[config.mk]
export PLATFORM = sky130hd
export DESIGN_NAME = shadow_route_ctrl
export DESIGN_NICKNAME = d
export VERILOG_FILES = /design/src/rtl/shr_pkg.sv /design/src/rtl/shr_regfile.sv /design/src/rtl/shr_seg_decode.sv /design/src/rtl/shr_query.sv /design/src/rtl/shadow_route_ctrl.sv
export SDC_FILE = /design/constraint.sdc
export NUM_CORES = 1
export LEC_CHECK = 0
export ABC_AREA = 1
export BUFFER_PORTS_ARGS = -buffer_cell sky130_fd_sc_hd__clkbuf_2
export CORE_UTILIZATION = 48
export DETAILED_ROUTE_END_ITERATION = 16
export PLACE_DENSITY = 0.78
export SLEW_MARGIN = 30
export SYNTH_ARGS = -nofsm -noshare
export SYNTH_HDL_FRONTEND = slang
export SYNTH_HIERARCHICAL = 1
export SYNTH_SLANG_ARGS = --single-unit
[constraint.sdc]
create_clock -name clk -period 1.2 [get_ports clk]
set_input_delay 0.12 -clock clk [delete_from_list [all_inputs] [get_ports clk]]
set_output_delay 0.12 -clock clk [all_outputs]
set_load 0.05 [all_outputs]
[src/rtl/shr_pkg.sv]
package shr_pkg;
  localparam int unsigned DW        = 8;
  localparam int unsigned NUM_SEG   = 8;
  localparam int unsigned NUM_TOP   = 2;
  localparam int unsigned SEG_PER_R = DW / 2;
  localparam int unsigned QAW       = 20;

  localparam logic [DW-1:0] IDX_CACHE = 8'h02;
  localparam logic [DW-1:0] IDX_SEGL  = 8'h04;
  localparam logic [DW-1:0] IDX_SEGH  = 8'h05;
  localparam logic [DW-1:0] IDX_TOP   = 8'h06;
  localparam logic [DW-1:0] RD_EMPTY  = 8'hFF;

  typedef struct packed {
    logic [DW-1:0] cache;
    logic [DW-1:0] segl;
    logic [DW-1:0] segh;
    logic [DW-1:0] top;
  } cfg_t;
endpackage

[src/rtl/shr_regfile.sv]
module shr_regfile
  import shr_pkg::*;
#(
  parameter int unsigned    IO_AW     = 16,
  parameter logic [IO_AW-1:0] IDX_PORT  = 16'h0022,
  parameter logic [IO_AW-1:0] DATA_PORT = 16'h0024
) (
  input  logic             clk,
  input  logic             rst_n,
  input  logic             io_wr,
  input  logic [IO_AW-1:0] io_addr,
  input  logic [DW-1:0]    io_wdata,
  output logic [DW-1:0]    io_rdata,
  output cfg_t             cfg,
  output logic             map_changed
);
  logic [DW-1:0] idx_q, idx_d;
  cfg_t          cfg_q, cfg_d;
  logic          chg_q, chg_d;
  logic          sel_idx, sel_dat, wr_idx, wr_dat;
  logic          en_cache, en_segl, en_segh, en_top, idx_known;

  always_comb begin
    sel_idx   = (io_addr == IDX_PORT);
    sel_dat   = (io_addr == DATA_PORT);
    wr_idx    = io_wr && sel_idx;
    wr_dat    = io_wr && sel_dat;
    en_cache  = wr_dat && (idx_q == IDX_CACHE);
    en_segl   = wr_dat && (idx_q == IDX_SEGL);
    en_segh   = wr_dat && (idx_q == IDX_SEGH);
    en_top    = wr_dat && (idx_q == IDX_TOP);
    idx_known = (idx_q == IDX_CACHE) || (idx_q == IDX_SEGL) ||
                (idx_q == IDX_SEGH)  || (idx_q == IDX_TOP);
  end

  always_comb begin
    idx_d = idx_q;
    cfg_d = cfg_q;
    if (wr_idx)   idx_d     = io_wdata;
    if (en_cache) cfg_d.cache = io_wdata;
    if (en_segl)  cfg_d.segl  = io_wdata;
    if (en_segh)  cfg_d.segh  = io_wdata;
    if (en_top)   cfg_d.top   = io_wdata;
    chg_d = en_segl || en_segh || en_top;
  end

  always_ff @(posedge clk or negedge rst_n) begin
    if (!rst_n) begin
      idx_q <= '0;
      cfg_q <= '0;
      chg_q <= 1'b0;
    end else begin
      if (wr_idx) idx_q <= idx_d;
      if (wr_dat) cfg_q <= cfg_d;
      chg_q <= chg_d;
    end
  end

  always_comb begin
    io_rdata = RD_EMPTY;
    if (sel_idx) begin
      io_rdata = idx_q;
    end else if (sel_dat) begin
      case (idx_q)
        IDX_CACHE: io_rdata = cfg_q.cache;
        IDX_SEGL:  io_rdata = cfg_q.segl;
        IDX_SEGH:  io_rdata = cfg_q.segh;
        IDX_TOP:   io_rdata = cfg_q.top;
        default:   io_rdata = RD_EMPTY;
      endcase
    end
  end

  assign cfg         = cfg_q;
  assign map_changed = chg_q;

  // index port write lands in the index latch
  p_index_load_r1: assert property (@(posedge clk) disable iff (!rst_n)
    (io_wr && sel_idx) |=> (idx_q == $past(io_wdata)));

  // write to an unused index disturbs no register
  p_unimpl_hold_r3: assert property (@(posedge clk) disable iff (!rst_n)
    (io_wr && sel_dat && !idx_known) |=> $stable(cfg_q));

  // the change pulse only follows a routing register write
  p_change_src_r10: assert property (@(posedge clk) disable iff (!rst_n)
    chg_q |-> $past(wr_dat && (idx_q == IDX_SEGL || idx_q == IDX_SEGH || idx_q == IDX_TOP)));
endmodule

[src/rtl/shr_seg_decode.sv]
module shr_seg_decode
  import shr_pkg::*;
(
  input  cfg_t               cfg,
  output logic [NUM_SEG-1:0] seg_rd,
  output logic [NUM_SEG-1:0] seg_wr,
  output logic [NUM_TOP-1:0] top_rd,
  output logic [NUM_TOP-1:0] top_wr
);
  for (genvar n = 0; n < NUM_SEG; n++) begin : g_seg
    localparam int unsigned LO = (2 * n) % DW;
    if (n < SEG_PER_R) begin : g_low
      assign seg_rd[n] = cfg.segl[LO];
      assign seg_wr[n] = cfg.segl[LO+1];
    end else begin : g_high
      assign seg_rd[n] = cfg.segh[LO];
      assign seg_wr[n] = cfg.segh[LO+1];
    end
  end

  for (genvar t = 0; t < NUM_TOP; t++) begin : g_top
    assign top_rd[t] = cfg.top[2*t];
    assign top_wr[t] = cfg.top[2*t+1];
  end
endmodule

[src/rtl/shr_query.sv]
module shr_query
  import shr_pkg::*;
(
  input  logic               clk,
  input  logic               rst_n,
  input  logic [QAW-1:0]     q_addr,
  input  logic               q_write,
  input  logic [NUM_SEG-1:0] seg_rd,
  input  logic [NUM_SEG-1:0] seg_wr,
  input  logic [NUM_TOP-1:0] top_rd,
  input  logic [NUM_TOP-1:0] top_wr,
  output logic               q_hit,
  output logic               q_internal
);
  localparam int unsigned SEG_SH = 14;
  localparam int unsigned SEG_IW = $clog2(NUM_SEG);

  logic              upper, in_top;
  logic [SEG_IW-1:0] seg_i;
  logic              top_i;
  logic              unused_low;

  assign unused_low = ^q_addr[SEG_SH-1:0];

  always_comb begin
    upper  = (q_addr[QAW-1:QAW-2] == 2'b11);
    in_top = q_addr[QAW-3];
    seg_i  = q_addr[SEG_SH+SEG_IW-1:SEG_SH];
    top_i  = q_addr[QAW-4];
    q_hit  = upper;
    q_internal = 1'b0;
    if (upper) begin
      if (in_top) q_internal = q_write ? top_wr[top_i] : top_rd[top_i];
      else        q_internal = q_write ? seg_wr[seg_i] : seg_rd[seg_i];
    end
  end

  // addresses below the routed area never reach internal DRAM
  p_outside_ext_r9: assert property (@(posedge clk) disable iff (!rst_n)
    (q_addr < 20'hC0000) |-> (!q_hit && !q_internal));
endmodule

[src/rtl/shadow_route_ctrl.sv]
module shadow_route_ctrl
  import shr_pkg::*;
#(
  parameter int unsigned IO_AW = 16
) (
  input  logic             clk,
  input  logic             rst_n,
  input  logic             io_wr,
  input  logic [IO_AW-1:0] io_addr,
  input  logic [7:0]       io_wdata,
  output logic [7:0]       io_rdata,
  input  logic [19:0]      q_addr,
  input  logic             q_write,
  output logic             q_hit,
  output logic             q_internal,
  output logic [7:0]       seg_rd_int,
  output logic [7:0]       seg_wr_int,
  output logic [1:0]       top_rd_int,
  output logic [1:0]       top_wr_int,
  output logic             bios_shadow_rd,
  output logic             bios_shadow_wr,
  output logic             ext_cache_en,
  output logic             map_changed
);
  cfg_t cfg;
  logic unused_cfg;

  shr_regfile #(.IO_AW(IO_AW)) u_regs (
    .clk(clk), .rst_n(rst_n), .io_wr(io_wr), .io_addr(io_addr),
    .io_wdata(io_wdata), .io_rdata(io_rdata), .cfg(cfg),
    .map_changed(map_changed)
  );

  shr_seg_decode u_dec (
    .cfg(cfg), .seg_rd(seg_rd_int), .seg_wr(seg_wr_int),
    .top_rd(top_rd_int), .top_wr(top_wr_int)
  );

  shr_query u_query (
    .clk(clk), .rst_n(rst_n), .q_addr(q_addr), .q_write(q_write),
    .seg_rd(seg_rd_int), .seg_wr(seg_wr_int),
    .top_rd(top_rd_int), .top_wr(top_wr_int),
    .q_hit(q_hit), .q_internal(q_internal)
  );

  assign bios_shadow_rd = cfg.top[0] | cfg.top[2];
  assign bios_shadow_wr = cfg.top[1] | cfg.top[3];
  assign ext_cache_en   = cfg.cache[2] & cfg.cache[3];
  assign unused_cfg     = ^{cfg.cache[7:4], cfg.cache[1:0], cfg.top[7:4]};

  // flags agree with the decoded top-segment routes
  p_bios_rd_r7: assert property (@(posedge clk) disable iff (!rst_n)
    bios_shadow_rd == (top_rd_int != 2'b00));
  p_bios_wr_r7: assert property (@(posedge clk) disable iff (!rst_n)
    bios_shadow_wr == (top_wr_int != 2'b00));
endmodule

# ---- Yosys cells after proc, flatten, opt, wreduce, memory -nomap -nowiden
# Index checks and enable logic that the tools add are counted.
dict set report word_totals {
  inputBits 48
  wordCells 45
  ff_bits 41
}
dict set report classes {
  n_eq_ne 7
  mux 15
  n_lt_le_gt_ge 2
  bitwise 3
  reduce_logical 12
}
# cell n
set ops {}
lappend ops {{16-bit by 6-bit equality test with 1-bit output (second input constant)} 2}
lappend ops {{8-bit one-hot mux with 4 select lines} 1}
lappend ops {{8-bit by 3-bit equality test with 1-bit output (second input constant)} 3}
lappend ops {{8-bit two-way mux} 2}
lappend ops {{1-bit two-way mux} 10}
lappend ops {{8-bit by 2-bit equality test with 1-bit output (second input constant)} 1}
lappend ops {{2-bit AND reduction} 4}
lappend ops {{1-bit binary-select mux with 3-bit select} 2}
lappend ops {{1-bit logical AND} 6}
lappend ops {{3-bit by 4-bit less-than comparator with 1-bit output (second input constant)} 1}
lappend ops {{2-bit equality test (second input constant)} 1}
lappend ops {{1-bit logical OR} 2}
lappend ops {{1-bit by 2-bit less-than comparator with 1-bit output (second input constant)} 1}
lappend ops {{1-bit OR} 2}
lappend ops {{1-bit AND} 1}

# ---- Logic depth before layout (Yosys ltp)
# Gate-level depths: netlist of the first run.
dict set report logic_depth {
  word_depth 5
  depth_mapped 10
  depth_no_buf 9
}

# ---- Hierarchy
# Netlist of the first run, hierarchy kept.
# module area_per_inst_um2 n_inst cells_per_inst seq_area_each_um2
set by_module_without_submodules {}
lappend by_module_without_submodules {shr_regfile 2432.3 1 295 1026.0}
lappend by_module_without_submodules {shr_query 264.0 1 60 0.0}
lappend by_module_without_submodules {shr_seg_decode 150.1 1 20 0.0}
lappend by_module_without_submodules {shadow_route_ctrl 30.0 1 8 0.0}

# ---- Worst setup path before layout of the first run
# No wires, ideal clock.
dict set report synth_timing {
  kind {register to output}
  from {register u_regs.idx_q[6]}
  to {output port io_rdata[0]}
  path_buffers 1
  t_arrival_ps 1516
  stages_incl_launch_ff 9
  setup_slack_ps -436
  path_cell_list {dfrtp_1 > inv_1 > nand2_2 > nor2_8 > buf_6 > nand3_1 > nand2_1 > nor2_1 > a21oi_2}
}
dict set report synth_between {
  elab_chain_len 4
}
# element line_no
set synth_lines {}
lappend synth_lines {{start, declared} shr_regfile.sv:17} ;# logic [DW-1:0] idx_q, idx_d;
lappend synth_lines {{start signal, assigned} shr_regfile.sv:53} ;# if (wr_idx) idx_q <= idx_d;
lappend synth_lines {{8-bit by 3-bit equality test with 1-bit output / 8-bit by 2-bit equality test with 1-bit output (equally long branches)} shr_regfile.sv:64} ;# case (idx_q)
lappend synth_lines {{8-bit one-hot mux with 4 select lines *} shr_regfile.sv:64}
lappend synth_lines {{8-bit two-way mux *} shr_regfile.sv:63} ;# end else if (sel_dat) begin
lappend synth_lines {{8-bit two-way mux *} shr_regfile.sv:61} ;# if (sel_idx) begin
lappend synth_lines {{end, declared} shadow_route_ctrl.sv:11} ;# output logic [7:0] io_rdata,
# Mark *: on every way between the ends. The rest lies on a longest branch, timed or not.

# ---- Worst setup path after layout of the first run
dict set report layout_timing {
  from {register u_regs.idx_q[4]}
  to {output port io_rdata[4]}
}
dict set report layout_between {
  elab_chain_len 4
}
# element line_no
set layout_lines {}
lappend layout_lines {{8-bit by 3-bit equality test with 1-bit output / 8-bit by 2-bit equality test with 1-bit output (equally long branches)} shr_regfile.sv:64}
lappend layout_lines {{8-bit one-hot mux with 4 select lines} shr_regfile.sv:64}
lappend layout_lines {{8-bit two-way mux} shr_regfile.sv:63}
lappend layout_lines {{8-bit two-way mux *} shr_regfile.sv:61}
# Marks and branches as above.

==> metrics.csv, run 1 <==
metric,value,unit
status,"complete, but fails checks",
violations,negative setup slack,
skew,0.0111,ns
dr.pass1.iters,6,
die_area,0.00631,sq mm
grt_pass1_wl,16200,um
maxCapViolCount,0,
grt_util_met3,6.86,%
finalSetupViolCount,51,
final_net_count,567,
die_h,79.4,um
drc_errors,0,
grt_max_degree,42,
io_pins,82,
layout_setup_ws,-0.966,ns
p_int,0.00209,W
grt.busiest_layer,met2,
grtUsageTotal,34.4,%
use_met2,58.6,%
slowest_stage,dfrtp_1,
clock.fmax,0.462,GHz
final_cells,592,
crit_buf_inv,3,
max_stage_delay,0.42,ns
ir_worst_vdd,0.804,mV
initial_core_util,51.0,%
grtUsageMet1,40.8,%
ys_ff_latch,41,
slew_violations,0,
synth_area_per_cell,7.51,sq um
num_rows,27,
place_hpwl,6400,um
pwr-share-seq,49.4,%
p_sw_share,25.2,%
worstMarginPinSlew,0.281,ns
layout_common_cells,"nand2_1 (89), buf_4 (62), nand3_1 (41)",
core_area,0.00564,sq mm
cts.path.max_buffers,2,
chipWidth,79.4,um
cp_top_family,simple AND/OR/NAND/NOR gates,
syn_area,0.00288,sq mm
synth_fp_nets,431,
first_iter_violations,413,
start_kind,register,
final_common_cell,nand2_1,
cp.arrival,2.05,ns
grt-ovfl-total,0,
rsz0062_at_grt,yes,
powerDensity,608,mW/mm^2
clk_latency,0.31,ns
cts.htree.levels,2,
holdCritPathClass,in -> reg,
placed_cells,550,
required,1.08,ns
place.gp.congestion,0.998,
ant_nets,0,
finalSetupTns,-19.21,ns
wl_per_cell,19.7,um
crit_path_cell_trace,inv_2 > nand2_4 > buf_4 > nor2_4 > nand3_1 > nand2_1 > nor2_2 > a21oi_4 > buf_8,
fin_crit_sh,180,%
crit_type,reg -> out,
hold_viol_final,0,
fillCellCount,310,
routed_via_density,5.98,
vias,3542,
end_kind,output pin,
ys_types,26,
clkTransAtPathRegs,0.09,ns
cts_tree,yes,
cts_buffers,5,
drive_gt1_share,51.0,%
ys_seq_area_share,35.7,%
drt_wl_total,11700,um
grt_pass1_vias,3242,
synth_cells,383,
clock_sinks,41,
synth_warnings,6,
p_comb_share,9.2,%
p_leak,2.50,nW
slew_headroom,81.2,%
worst-path-max-fanout,8,
syn2layout_area_growth,59.9,%
fin_crit,2.17,ns
cts_root_buf,clkbuf_8,
port_buffers,67,
antenna_found_initial,0,
n_antenna_cell,0,
p_clk_share,41.4,%
p_sw,0.000703,W
registers in the layout, summed over array words and instances, names as in the netlist:
name                flops
u_regs/cfg             32
u_regs/idx_q            8
u_regs/map_changed      1
through the flow:
stage          util, %  worst slack [ns]  power (W)  instance area (sq um)  hold slack, ns
3_5_place_dp      64.9            -0.547    0.00164                   3660           0.121
3_3_place_gp      64.9            -0.491    0.00163                   3660           0.112
5_1_grt           81.5             -1.02    0.00287                   4600           0.158
4_1_cts           76.2            -0.741    0.00277                   4300           0.133
2_1_floorplan        -            -0.290    0.00150                   2980          -0.176
6_report          81.5            -0.966    0.00280                   4600           0.153
kinds of logic (layout without fill, tap and decap cells):
logic type             Yosys count  in the layout  share of synthesized area [%]
AND/OR/NAND/NOR                255            257                           45.4
buffers and inverters           67            202                           14.2
flip-flops                      41             41                           35.7
AO/OA/AOI/OAI                   20             20                           4.78
area by class of cell:
class | instances | area (sq um) | area share, %
flip-flops and latches | 41 | 1030 | 22.4
well taps | 72 | 90.1 | 1.96
clock inverters | 2 | 38.8 | 0.843
repair inverters | 1 | 6.26 | 0.136
inverters | 35 | 168 | 3.64
multi-input cells | 277 | 1680 | 36.4
repair buffers | 158 | 1520 | 33.0
clock buffers | 6 | 72.6 | 1.58
power groups by stage:
stage | registers (W) | logic [W] | clock network (W)
after floorplan | 0.00141 | 0.0000909 | 0
after global placement | 0.00141 | 0.000226 | 0
after detailed placement | 0.00141 | 0.000234 | 0
after CTS | 0.00138 | 0.000244 | 0.00115
after global routing | 0.00138 | 0.000276 | 0.00122
final | 0.00138 | 0.000258 | 0.00116
cell usage after synthesis (all sizes together):
library cell / count / area, sq um
dfrtp: 41 / 1030
nand4: 32 / 200
a21oi: 8 / 70.1
clkbuf: 3 / 11.3
nand2: 135 / 559
nand3b: 2 / 15.0
nand3: 49 / 295
nor2: 37 / 235
o21ai: 12 / 67.6
clkinv: 3 / 15.0
buf: 29 / 249
inv: 32 / 133
what timing repair did:
item                                   CTS  global route
cloned                                   2             1
pin swaps                               27            24
buffers inserted                        20            20
endpoints found under the hold margin   41             0
hold buffers                             1             0
resized for setup                       90            77
setup endpoints to repair               58            66
per-layer routing:
metal	routed length (um)	vias to the layer above	share of wire, %
met1	4150	1643	36
li1	-	1513	-
met4	831	0	7.1
met5	0	-	0
met2	5540	293	47
met3	1150	93	9.8
worst reg2reg max path: cells and delay by family, from the launching register on:
kind | cells | cell delay (ns)
AND/OR/NAND/NOR | 6 | 0.61
buffers and inverters | 5 | 0.52
flip-flops | 1 | 0.42
final timing paths:
| check | startpoint | endpoint | slack (ns) | depth (start not counted) |
|---|---|---|---|---|
| setup / recovery | u_regs/idx_q[4] | io_rdata[4] | -0.97 | 9 |
| hold / removal | io_wdata[5] | u_regs/cfg[5] | 0.15 | 3 |
| setup reg to reg | u_regs/idx_q[4] | u_regs/cfg[3] | -0.45 | 11 |
| hold reg to reg | u_regs/cfg[31] | u_regs/cfg[31] | 0.50 | 2 |
| max in group asynchronous | rst_n | u_regs/cfg[1] | 0.65 | 3 |
| min in group asynchronous | rst_n | u_regs/idx_q[4] | 0.32 | 3 |
(Power assumes the default switching activity.)
==> run 2, diff against run 1 <==
Clock period 1.2 ns to 1.8 ns, I/O delays scaled along.
==> metrics.csv, run 2 (synthesized netlist as in run 1, its figures left out) <==
metric,value,unit,change
cts.htree.levels,2,,unchanged
powerDensity,492,mW/mm^2,was 608 mW/mm^2
routed_via_density,5.89,,was 5.98
grt-ovfl-total,0,,unchanged
p_int,0.00142,W,was 0.00209 W
r2r_start,u_regs/idx_q[5],,was u_regs/idx_q[4]
die_h,79.4,um,unchanged
p_sw,0.000447,W,was 0.000703 W
slew_violations,0,,unchanged
n_antenna_cell,0,,unchanged
die_area,0.00631,sq mm,unchanged
hold_viol_final,0,,unchanged
cts_buffers,5,,unchanged
first_iter_violations,453,,was 413
status,"complete, but fails checks",,unchanged
violations,negative setup slack,,unchanged
pwr-share-seq,49.2,%,was 49.4%
startpoint,u_regs/idx_q[5],,was u_regs/idx_q[4]
io_pins,82,,unchanged
r2r_slack,0.22,ns,was -0.45 ns
rsz0062_at_grt,yes,,unchanged
cts_tree,yes,,unchanged
slowest_stage,dfrtp_1,,unchanged
largest_register_ffs,32,,unchanged
ff2ff_path_depth,9,,was 11
ir_worst_vdd,0.370,mV,was 0.804 mV
ant_nets,0,,unchanged
cp.arrival,1.95,ns,was 2.05 ns
min_from,io_wdata[6],,was io_wdata[5]
r2r-end,u_regs/cfg[26],,was u_regs/cfg[3]
clk_latency,0.30,ns,was 0.31 ns
dr.pass1.iters,5,,was 6
num_rows,27,,unchanged
placed_cells,493,,was 550
dpl_worst_slack,0.0505,ns,was -0.547 ns
p_leak,2.09,nW,was 2.50 nW
port_buffers,67,,unchanged
cts.path.max_buffers,2,,unchanged
clock.fmax,0.470,GHz,
holdCritPathClass,in -> reg,,unchanged
chipWidth,79.4,um,unchanged
layout_setup_ws,-0.329,ns,was -0.966 ns
worst-path-max-fanout,9,,was 8
fin_crit,2.13,ns,
place_hpwl,5450,um,was 6400 um
grt_pass1_wl,13400,um,was 16200 um
crit_type,reg -> out,,unchanged
maxCapViolCount,0,,unchanged
drt_wl_total,9730,um,was 11700 um
crit_path_cell_trace,inv_2 > nand2_4 > nor2_8 > buf_6 > buf_12 > nand3_1 > nand2_1 > nor2_2 > a21oi_4 > buf_8,,was inv_2 > nand2_4 > buf_4 > nor2_4 > nand3_1 > nand2_1 > nor2_2 > a21oi_4 > buf_8
final_net_count,504,,was 567
worstMarginPinSlew,0.596,ns,was 0.281 ns
grtUsageTotal,28.1,%,was 34.4%
cts_root_buf,clkbuf_8,,unchanged
wl_per_cell,18.4,um,was 19.7 um
clock_sinks,41,,unchanged
skew,0.00521,ns,was 0.0111 ns
worstSetupEndpoint,io_rdata[5],,was io_rdata[4]
end_kind,output pin,,unchanged
syn2layout_area_growth,32.2,%,was 59.9%
slew_headroom,60.3,%,was 81.2%
vias,3114,,was 3542
finalSetupTns,-2.45,ns,was -19.21 ns
final_cells,529,,was 592
finalSetupViolCount,8,,was 51
fin_util,67.4,%,was 81.5%
p_sw_share,23.9,%,was 25.2%
final_common_cell,nand2_1,,unchanged
start_kind,register,,unchanged
drive_gt1_share,38.5,%,was 51.0%
antenna_found_initial,0,,unchanged
grt_max_degree,39,,was 42
place.gp.congestion,0.942,,was 0.998
drc_errors,0,,unchanged
fillCellCount,404,,was 310
max_stage_delay,0.42,ns,about the same
layout_common_cells,"nand2_1 (117), clkbuf_2 (58), nand3_1 (39), dfrtp_1 (39), nand4_1 (32)",,"was nand2_1 (89), buf_4 (62), nand3_1 (41)"
p_clk_share,42.3,%,was 41.4%
clkTransAtPathRegs,0.08,ns,was 0.09 ns
core_area,0.00564,sq mm,unchanged
grt_pass1_vias,2729,,was 3242
required,1.62,ns,was 1.08 ns
fin_crit_sh,118,%,
initial_core_util,51.0,%,unchanged
p_comb_share,8.5,%,was 9.2%
## run 2: cell count changes in the layout (fill, tap and decap cells not counted), sizes merged
cell / previous run / this run
buf: 111 / 34
clkbuf: 52 / 67
inv: 33 / 32
nand3: 50 / 49
nor2: 38 / 39
## run 2: stage by stage
step	hold slack, ns	total power (W)	cell area (sq um)
2_1_floorplan	-0.116	0.000998	2880
3_3_place_gp	0.177	0.00109	3100
3_5_place_dp	0.198	0.00109	3100
4_1_cts	0.210	0.00187	3490
5_1_grt	0.215	0.00194	3800
6_report	0.219	0.00187	3800
## run 2: power by group through the flow
stage,clock network [W],logic [W],registers (W)
6_report,0.000792,0.000159,0.000920
5_1_grt,0.000847,0.000172,0.000920
4_1_cts,0.000795,0.000156,0.000920
3_5_place_dp,0,0.000153,0.000939
3_3_place_gp,0,0.000148,0.000939
2_1_floorplan,0,0.0000589,0.000939
## run 2: layout make-up
class / instances / area, sq um / share of cell area [%]
Multi-Input combinational cell: 277 / 1610 / 42.4
Timing Repair Buffer: 96 / 803 / 21.1
Clock inverter: 2 / 37.5 / 0.987
Tap cell: 72 / 90.1 / 2.37
Sequential cell: 41 / 1030 / 27.0
Inverter: 35 / 148 / 3.88
Clock buffer: 6 / 82.6 / 2.17
## run 2: per-layer routing
metal	share of wire, %	global-route usage [%]
met5	0	0
met4	4.6	10.9
met3	9.2	5.83
met2	48	47.0
met1	38	35.4
## run 2: worst min-delay path by stage
stage / cells after the start / endpoint / slack, ns
6_report: 3 / u_regs/idx_q[6] / 0.22
5_1_grt: 3 / u_regs/cfg[4] / 0.22
4_1_cts: 3 / u_regs/idx_q[6] / 0.21
3_5_place_dp: 1 / u_regs/idx_q[1] / 0.20
3_3_place_gp: 1 / u_regs/idx_q[1] / 0.18
2_1_floorplan: 0 / u_regs/cfg[0] / -0.12
## run 2: repair_timing
item,in CTS,in global routing
gates cloned,3,5
hold buffers,1,0
hold endpoints to repair,20,0
gates resized for setup,24,50
pin swaps,8,29
setup buffers,7,14
endpoints found under the setup margin,8,9
## run 2: critical path: cells and delay by family, from the launching register on
family / cells / cell delay [ns]
and+or+nand+nor: 5 / 0.57
buffers and inverters: 4 / 0.54
DFF: 1 / 0.42
AOI/OAI and AO/OA: 1 / 0.13
